$ cat src/rtl/tmr_psc_share.sv
module tmr_psc_share #(
  parameter int PSC_W = 10,
  parameter int SEL_W = 3
) (
  input  logic             clk,
  input  logic             rst_n,
  input  logic             ctl_wr,
  input  logic [7:0]       ctl_wdata,
  input  logic [SEL_W-1:0] t0_sel,
  input  logic [SEL_W-1:0] t1_sel,
  input  logic             t0_pin,
  input  logic             t1_pin,
  output logic             t0_cnt_en,
  output logic             t1_cnt_en
);

  localparam int NTAP = 4;
  localparam int TAP_BITS [NTAP] = '{3, 6, 8, PSC_W};

  logic [PSC_W-1:0] psc_cnt;
  logic [NTAP-1:0]  tap;
  logic             psc_clr;

  assign psc_clr = ctl_wr & ctl_wdata[0];

  always_ff @(posedge clk or negedge rst_n)
    if (!rst_n)       psc_cnt <= '0;
    else if (psc_clr) psc_cnt <= '0;
    else              psc_cnt <= psc_cnt + 1'b1;

  for (genvar i = 0; i < NTAP; i++) begin : g_tap
    assign tap[i] = &psc_cnt[TAP_BITS[i]-1:0];
  end

  logic [1:0][SEL_W-1:0] sel;
  logic [1:0]            pin;
  logic [1:0]            en;

  assign sel = {t1_sel, t0_sel};
  assign pin = {t1_pin, t0_pin};
  assign t0_cnt_en = en[0];
  assign t1_cnt_en = en[1];

  for (genvar t = 0; t < 2; t++) begin : g_tmr
    logic s1, s2, s3, rise, fall;

    always_ff @(posedge clk or negedge rst_n)
      if (!rst_n) {s1, s2, s3} <= '0;
      else        {s1, s2, s3} <= {pin[t], s1, s2};

    assign rise = s2 & ~s3;
    assign fall = ~s2 & s3;

    always_comb
      unique case (sel[t])
        3'd0:    en[t] = 1'b0;
        3'd1:    en[t] = 1'b1;
        3'd2:    en[t] = tap[0];
        3'd3:    en[t] = tap[1];
        3'd4:    en[t] = tap[2];
        3'd5:    en[t] = tap[3];
        3'd6:    en[t] = fall;
        default: en[t] = rise;
      endcase

    AST_EXT_SINGLE: assert property (@(posedge clk) disable iff (!rst_n)
      (en[t] && sel[t][2:1] == 2'b11) |=> (!en[t] || sel[t] != $past(sel[t])));
    AST_EXT_LATENCY: assert property (@(posedge clk) disable iff (!rst_n)
      (sel[t] == 3'd7 && $stable(sel[t]) && rise) |-> $past(pin[t], 2) && !$past(pin[t], 3));
  end

  AST_CLR_RESTART: assert property (@(posedge clk) disable iff (!rst_n)
    psc_clr |=> (psc_cnt == '0));
  AST_ZERO_WRITE: assert property (@(posedge clk) disable iff (!rst_n)
    (ctl_wr && !ctl_wdata[0]) |=> (psc_cnt == $past(psc_cnt) + 1'b1));
  AST_DIV8_GAP: assert property (@(posedge clk) disable iff (!rst_n)
    tap[0] |=> !tap[0]);

endmodule

$ cat config.mk
export PLATFORM = sky130hd
export DESIGN_NAME = tmr_psc_share
export DESIGN_NICKNAME = d
export VERILOG_FILES = /design/src/rtl/tmr_psc_share.sv
export SDC_FILE = /design/constraint.sdc
export NUM_CORES = 1
export LEC_CHECK = 0
export ABC_AREA = 0
export BUFFER_PORTS_ARGS = -buffer_cell sky130_fd_sc_hd__buf_2
export CAP_MARGIN = 0
export CORE_ASPECT_RATIO = 0.9
export CORE_UTILIZATION = 49
export CTS_CLUSTER_SIZE = 16
export DETAILED_ROUTE_END_ITERATION = 16
export GPL_TIMING_DRIVEN = 0
export PLACE_DENSITY_LB_ADDON = 0.25
export SYNTH_ARGS = -nofsm -noshare
export SYNTH_HDL_FRONTEND = slang
export SYNTH_SLANG_ARGS = --single-unit
export TNS_END_PERCENT = 1
$ cat constraint.sdc
create_clock -name clk -period 1.6 [get_ports clk]
set_clock_uncertainty 0.15 [all_clocks]
set_input_delay 0 -clock clk [delete_from_list [all_inputs] [get_ports clk]]
set_output_delay 0 -clock clk [all_outputs]
set_load 0.02 [all_outputs]
==> results of run 1 <==
[metrics by stage]
step / utilization / hold WS [ps]
after detailed placement: 0.590 / -224
after global routing: 0.675 / 28.1
final: 0.675 / -8.71
after global placement: 0.590 / -230
after floorplan: - / -446
after CTS: 0.672 / 5.49
[placed cells by master, fill, tap and decap left out]
cell type / netlist / final
nor2_1: 8 / 7
a32oi_1: 1 / 1
o211ai_1: 2 / 2
a31oi_1: 1 / 1
inv_1: 1 / 1
dlygate4sd3_1: 0 / 3
o32ai_1: 1 / 1
nand2b_1: 4 / 4
nor2_4: 0 / 1
buf_4: 0 / 5
and2_1: 1 / 1
o21ai_0: 3 / 3
xnor2_1: 2 / 2
nor3_1: 1 / 1
nand4_1: 1 / 1
a211oi_2: 0 / 1
nand2_1: 6 / 6
nand4b_1: 1 / 1
buf_2: 0 / 12
a21oi_2: 0 / 1
ha_4: 0 / 2
a21oi_1: 4 / 3
or3_1: 1 / 1
nor2b_1: 4 / 4
xor2_1: 4 / 4
clkbuf_1: 1 / 1
dfrtp_1: 16 / 16
nand3_1: 6 / 6
nand4_2: 1 / 1
nor3b_1: 1 / 1
nand3b_1: 1 / 1
and3_2: 1 / 1
clkbuf_4: 0 / 3
[worst max path at each step]
stage          cells past startpoint                 start   endpoint
5_1_grt                            7  psc_cnt[0]$_DFF_PN0_  t0_cnt_en
3_5_place_dp                       7  psc_cnt[0]$_DFF_PN0_  t0_cnt_en
3_3_place_gp                       7  psc_cnt[0]$_DFF_PN0_  t0_cnt_en
2_1_floorplan                      6  psc_cnt[0]$_DFF_PN0_  t1_cnt_en
4_1_cts                            7  psc_cnt[1]$_DFF_PN0_  t0_cnt_en
6_report                           7  psc_cnt[0]$_DFF_PN0_  t0_cnt_en
[cell type report]
| cell class | instances | area [um2] |
|---|---|---|
| sequential | 16 | 400 |
| inverter | 1 | 3.75 |
| clock buffer | 3 | 22.5 |
| tap | 15 | 18.8 |
| multi-input combinational | 58 | 400 |
| timing repair buffer | 20 | 128 |
| fill | 117 | 470 |
| buffer | 1 | 3.75 |
[per-layer routing]
layer  vias to the layer above  part of all wire  routed length (um)  global-route usage
li1                        319                 -                   -                   -
met1                       300              0.46                 699               0.268
met2                        20              0.45                 688               0.325
met3                         7             0.051                  77              0.0691
met4                         0             0.035                  53               0.141
met5                         -                 0                   0                   0
[state kept, by name, summed over array words and instances (netlist names)]
register / count
psc_cnt: 10
g_tmr.s3: 2
g_tmr.s2: 2
g_tmr.s1: 2
[kinds of logic after synthesis]
group,share of synthesized area
simple gates,0.261
flops,0.522
compound gates,0.106
xor+xnor,0.0685
buf+inv,0.00978
fa+ha+maj,0.0326
[report_power, final]
| group | switching, uW | leakage [uW] | internal [uW] | total [uW] |
|---|---|---|---|---|
| Sequential | 54.7 | 0.000205 | 447 | 501 |
| Combinational | 90.2 | 0.000206 | 110 | 201 |
| Clock | 116 | 0.0000138 | 87.5 | 204 |
| Total | 261 | 0.000424 | 645 | 906 |
[what timing repair did]
item,4_1_cts,5_1_grt
setup endpoints to repair,2,2
buffers inserted,4,0
hold buffers,3,0
gates cloned,0,0
hold endpoints to repair,18,0
pin swaps,3,2
resized for setup,7,1
==> flow_metrics.py, run 1 <==
metrics = {
    "run_status": {
        "outcome": "finished with violations",
        "violations": "DRC, hold timing, setup timing",
    },
    "worst_setup_path": {
        "cp_max_fo": 3,
        "crit_type": "flip-flop to primary output",
        "required_ps": 1450,
        "r2r_end": "psc_cnt[4]$_DFF_PN0_",
        "slowest_delay_ps": 420,
        "startpoint_type": "flip-flop",
        "cp-end-kind": "primary output",
        "crit_family": "compound AO/OA/AOI/OAI gates",
        "r2r_cells": 6,
        "cp_common_cell": "ha_4",
        "cp_num_buf_inv": 1,
        "arrival_ps": 1680,
        "slowest_stage": "dfrtp_1",
        "crit_chain": "ha_4 -> ha_4 -> a211oi_2 -> a31oi_1 -> a21oi_1 -> a21oi_2 -> buf_4",
        "r2r_setup_slack_ps": 160,
        "r2r_start": "psc_cnt[0]$_DFF_PN0_",
    },
    "synthesis": {
        "yosys.area.top_type": "dfrtp_1",
        "ys_ff_latch": 16,
        "synth_top_area_frac": 0.522,
        "yosysMostFrequentCell": "dfrtp_1",
        "syn_inst": 76,
        "syn_area_um2": 767,
        "async_flop_share": 1.00,
        "ys_types": 27,
        "synth_edf_count": 0,
        "yosysSeqAreaShare": 0.522,
        "yosys_warnings": 0,
        "syn_nets": 97,
        "synthTopCellsByCount": "dfrtp_1 (16), nor2_1 (8), nand2_1 (6), nand3_1 (6)",
        "synthFlopType": "dfrtp_1",
        "synth_area_per_cell_um2": 10.1,
        "yosys-top-cells-area": "dfrtp_1 (52%), xor2_1 (4.6%), nand3_1 (3.9%)",
    },
    "timing": {
        "fmax_mhz": 547,
        "setup_ws_ps": -230,
        "max_slew_margin": 0.717,
        "finalSetupViolations": 2,
        "holdWs_ps": -8.71,
        "final.period_utilization": 1.14,
        "tns_ps": -420,
        "hold_viol": 16,
        "rsz0062_at_grt": "true",
        "worstMarginPinSlew_ps": 424,
        "slew_violations": 0,
        "min_period_ps": 1830,
    },
    "job": {
        "cap_violations": 0,
    },
    "placement": {
        "gp_congestion": 0.830,
        "port_buffers": 13,
        "post-place-cells": 104,
        "postPlaceCellArea_um2": 855,
        "hpwl_um": 981,
        "preCtsSetupSlack_ps": -154,
    },
    "cts": {
        "cts_buffers": 3,
        "cts_sinks": 16,
        "clock_latency_ps": 280,
        "htree_levels": 1,
        "clkSlewWorstSetupHoldPaths_ps": 80,
        "cts_tree": "built",
        "cts_max_path_buffers": 2,
        "cts_root_buf": "clkbuf_4",
    },
    "route": {
        "wl_per_cell_um": 13.3,
        "drt_iter0_markers": 14,
        "via_per_inst": 5.67,
        "ant_nets": 0,
        "drt_pass1_iterations": 10,
        "vias": 646,
        "wl_um": 1520,
        "drcViolationCount": 1,
    },
    "floorplan": {
        "initial_utilization": 0.530,
        "pin_count": 21,
        "fp.coreArea_um2": 1450,
        "die-width_um": 43.7,
        "fp.dieH_um": 39.5,
        "num_rows": 13,
        "die_area_um2": 1730,
    },
    "power": {
        "power.total_uw": 906,
        "p_leak_uw": 0.000424,
        "power_density_nw_per_um2": 927,
        "ir_worst_vdd_mv": 0.794,
    },
    "layout": {
        "antenna_cells": 0,
        "post-route-cell-area_um2": 977,
        "final_cells": 114,
        "nets": 122,
        "drive_gt1_frac": 0.273,
        "area_growth_syn_to_layout_pct": 27.4,
    },
    "global_route": {
        "grt_pass1_vias": 609,
        "grt_antenna_before_repair": 0,
        "grt_use_total": 0.216,
        "grt_max_degree": 17,
        "overflow": 0,
        "grt_pass1_wl_um": 2500,
    },
    "hold_path": {
        "min_path_type": "input pin to asynchronous set/reset pin",
    },
}
(Power assumes the default switching activity.)
==> run 2, diff against run 1 <==
--- a/config.mk
+++ b/config.mk
@@ -13,7 +13,8 @@
 export CTS_CLUSTER_SIZE = 16
 export DETAILED_ROUTE_END_ITERATION = 16
 export GPL_TIMING_DRIVEN = 0
-export PLACE_DENSITY_LB_ADDON = 0.25
+export PLACE_DENSITY = 0.79
+export SETUP_SLACK_MARGIN = 0.05
 export SYNTH_ARGS = -nofsm -noshare
 export SYNTH_HDL_FRONTEND = slang
 export SYNTH_SLANG_ARGS = --single-unit
==> run 2 against run 1 <==
- the run still ends with DRC, hold timing, setup timing left
- setup slack got worse by 30 ps
- via count increased by 1.5%
- critical path type unchanged
- critical endpoint is now t1_cnt_en
- critical path depth unchanged
- clock power increased by 30%
- fmax decreased by 1.6%
==> flow_metrics.py, run 2 (same netlist as run 1, synthesis figures left out) <==
metrics = {
    "power": {
        "ir_worst_vdd_mv": 0.702,
        "p_leak_uw": 0.000429,
        "power_density_nw_per_um2": 970,
        "power.total_uw": 974,
    },
    "timing": {
        "hold_viol": 16,
        "rsz0062_at_grt": "true",
        "fmax_mhz": 538,
        "final.period_utilization": 1.16,
        "max_slew_margin": 0.721,
        "min_period_ps": 1860,
        "finalSetupViolations": 2,
        "holdWs_ps": -22.5,
        "worstMarginPinSlew_ps": 418,
        "slew_violations": 0,
        "setup_ws_ps": -260,
    },
    "job": {
        "cap_violations": 0,
    },
    "route": {
        "ant_nets": 0,
        "drt_iter0_markers": 8,
        "drcViolationCount": 2,
        "drt_pass1_iterations": 10,
        "vias": 656,
        "wl_per_cell_um": 13.7,
        "wl_um": 1570,
        "via_per_inst": 5.75,
    },
    "floorplan": {
        "fp.coreArea_um2": 1450,
        "pin_count": 21,
        "fp.dieH_um": 39.5,
        "die-width_um": 43.7,
        "die_area_um2": 1730,
        "num_rows": 13,
        "initial_utilization": 0.530,
    },
    "placement": {
        "port_buffers": 13,
        "gp_congestion": 0.825,
        "hpwl_um": 1010,
    },
    "worst_setup_path": {
        "cp_max_fo": 3,
        "required_ps": 1450,
        "startpoint_type": "flip-flop",
        "cp-end-kind": "primary output",
        "arrival_ps": 1710,
        "crit_type": "flip-flop to primary output",
    },
    "global_route": {
        "grt_max_degree": 17,
        "grt_pass1_wl_um": 2530,
        "grt_pass1_vias": 598,
        "grt_use_total": 0.212,
        "overflow": 0,
        "grt_antenna_before_repair": 0,
    },
    "layout": {
        "num-fill-cells": 122,
        "antenna_cells": 0,
        "top_register": "psc_cnt",
        "largest_reg_flops": 10,
        "final_cell_mix": "dfrtp_1 (16), buf_2 (11), nor2_1 (7), nand3_1 (6), nand2_1 (6)",
        "regArea_um2": 400,
        "drive_gt1_frac": 0.303,
        "layout_commonest_cell": "dfrtp_1",
        "area_growth_syn_to_layout_pct": 30.8,
        "multi_input_area_um2": 418,
        "nets": 121,
    },
    "cts": {
        "htree_levels": 1,
        "clock_latency_ps": 290,
        "cts_buffers": 3,
        "clkSlewWorstSetupHoldPaths_ps": 90,
        "cts_max_path_buffers": 2,
        "cts_sinks": 16,
        "cts_tree": "built",
        "cts_root_buf": "clkbuf_4",
    },
    "run_status": {
        "outcome": "finished with violations",
        "violations": "DRC, hold timing, setup timing",
    },
    "hold_path": {
        "min_path_type": "input pin to asynchronous set/reset pin",
    },
}
==> run 2: worst paths after layout <==
| path | startpoint | endpoint | slack, ps | depth (start not counted) |
|---|---|---|---|---|
| setup / recovery | psc_cnt[1]$_DFF_PN0_ | t1_cnt_en | -260 | 7 |
| hold / removal | rst_n | psc_cnt[1]$_DFF_PN0_ | -20 | 2 |
| setup reg to reg | psc_cnt[2]$_DFF_PN0_ | psc_cnt[7]$_DFF_PN0_ | 160 | 3 |
| hold reg to reg | g_tmr[0].s1$_DFF_PN0_ | g_tmr[0].s2$_DFF_PN0_ | 210 | 0 |
| max in group asynchronous | rst_n | psc_cnt[2]$_DFF_PN0_ | 1070 | 2 |
| min in group clk | ctl_wdata[0] | psc_cnt[9]$_DFF_PN0_ | 160 | 4 |
==> run 2: what timing repair did <==
action                     CTS  global route
hold buffers                 3             0
pin swaps                    2             1
setup endpoints to repair    2             2
buffers inserted             3             0
hold endpoints to repair    18             0
resized for setup            9             2
==> run 2: worst max-delay path, cell delays in order, from the launching register on <==
cell,delay (ps)
dfrtp_1,430
ha_4,200
ha_4,160
nand2b_1,120
nor2b_2,60
o32ai_2,210
a32oi_2,80
buf_4,170
==> run 2: metrics by stage <==
| step | setup slack (ps) | TNS, ps | cells | util | instance area, um2 |
|---|---|---|---|---|---|
| 3_5_place_dp | -148 | -289 | 104 | 0.596 | 862 |
| 6_report | -260 | -512 | 114 | 0.693 | 1000 |
| 2_1_floorplan | 48.3 | 0 | 76 | - | 778 |
| 5_1_grt | -298 | -589 | 114 | 0.693 | 1000 |
| 3_3_place_gp | -120 | -224 | 104 | 0.596 | 862 |
| 4_1_cts | -237 | -455 | 114 | 0.688 | 996 |
==> run 2: cell type report <==
class                   instances  share of cell area
multi-input cells              58               0.416
clock buffers                   4              0.0362
inverters                       1             0.00374
plain buffers                   1             0.00374
repair buffers                 19               0.122
well taps                      15              0.0187
flip-flops and latches         16               0.399
==> run 2: layer usage <==
metal,global-route usage,up-vias,part of all wire
li1,-,317,-
met1,0.274,316,0.45
met2,0.358,18,0.49
met3,0.0276,5,0.041
met4,0.0938,0,0.019
met5,0,-,0
==> run 2: report_power, final <==
| group | switching (uW) | total, uW | internal [uW] |
|---|---|---|---|
| clock network | 127 | 265 | 139 |
| logic | 92.0 | 202 | 109 |
| registers | 59.8 | 507 | 447 |
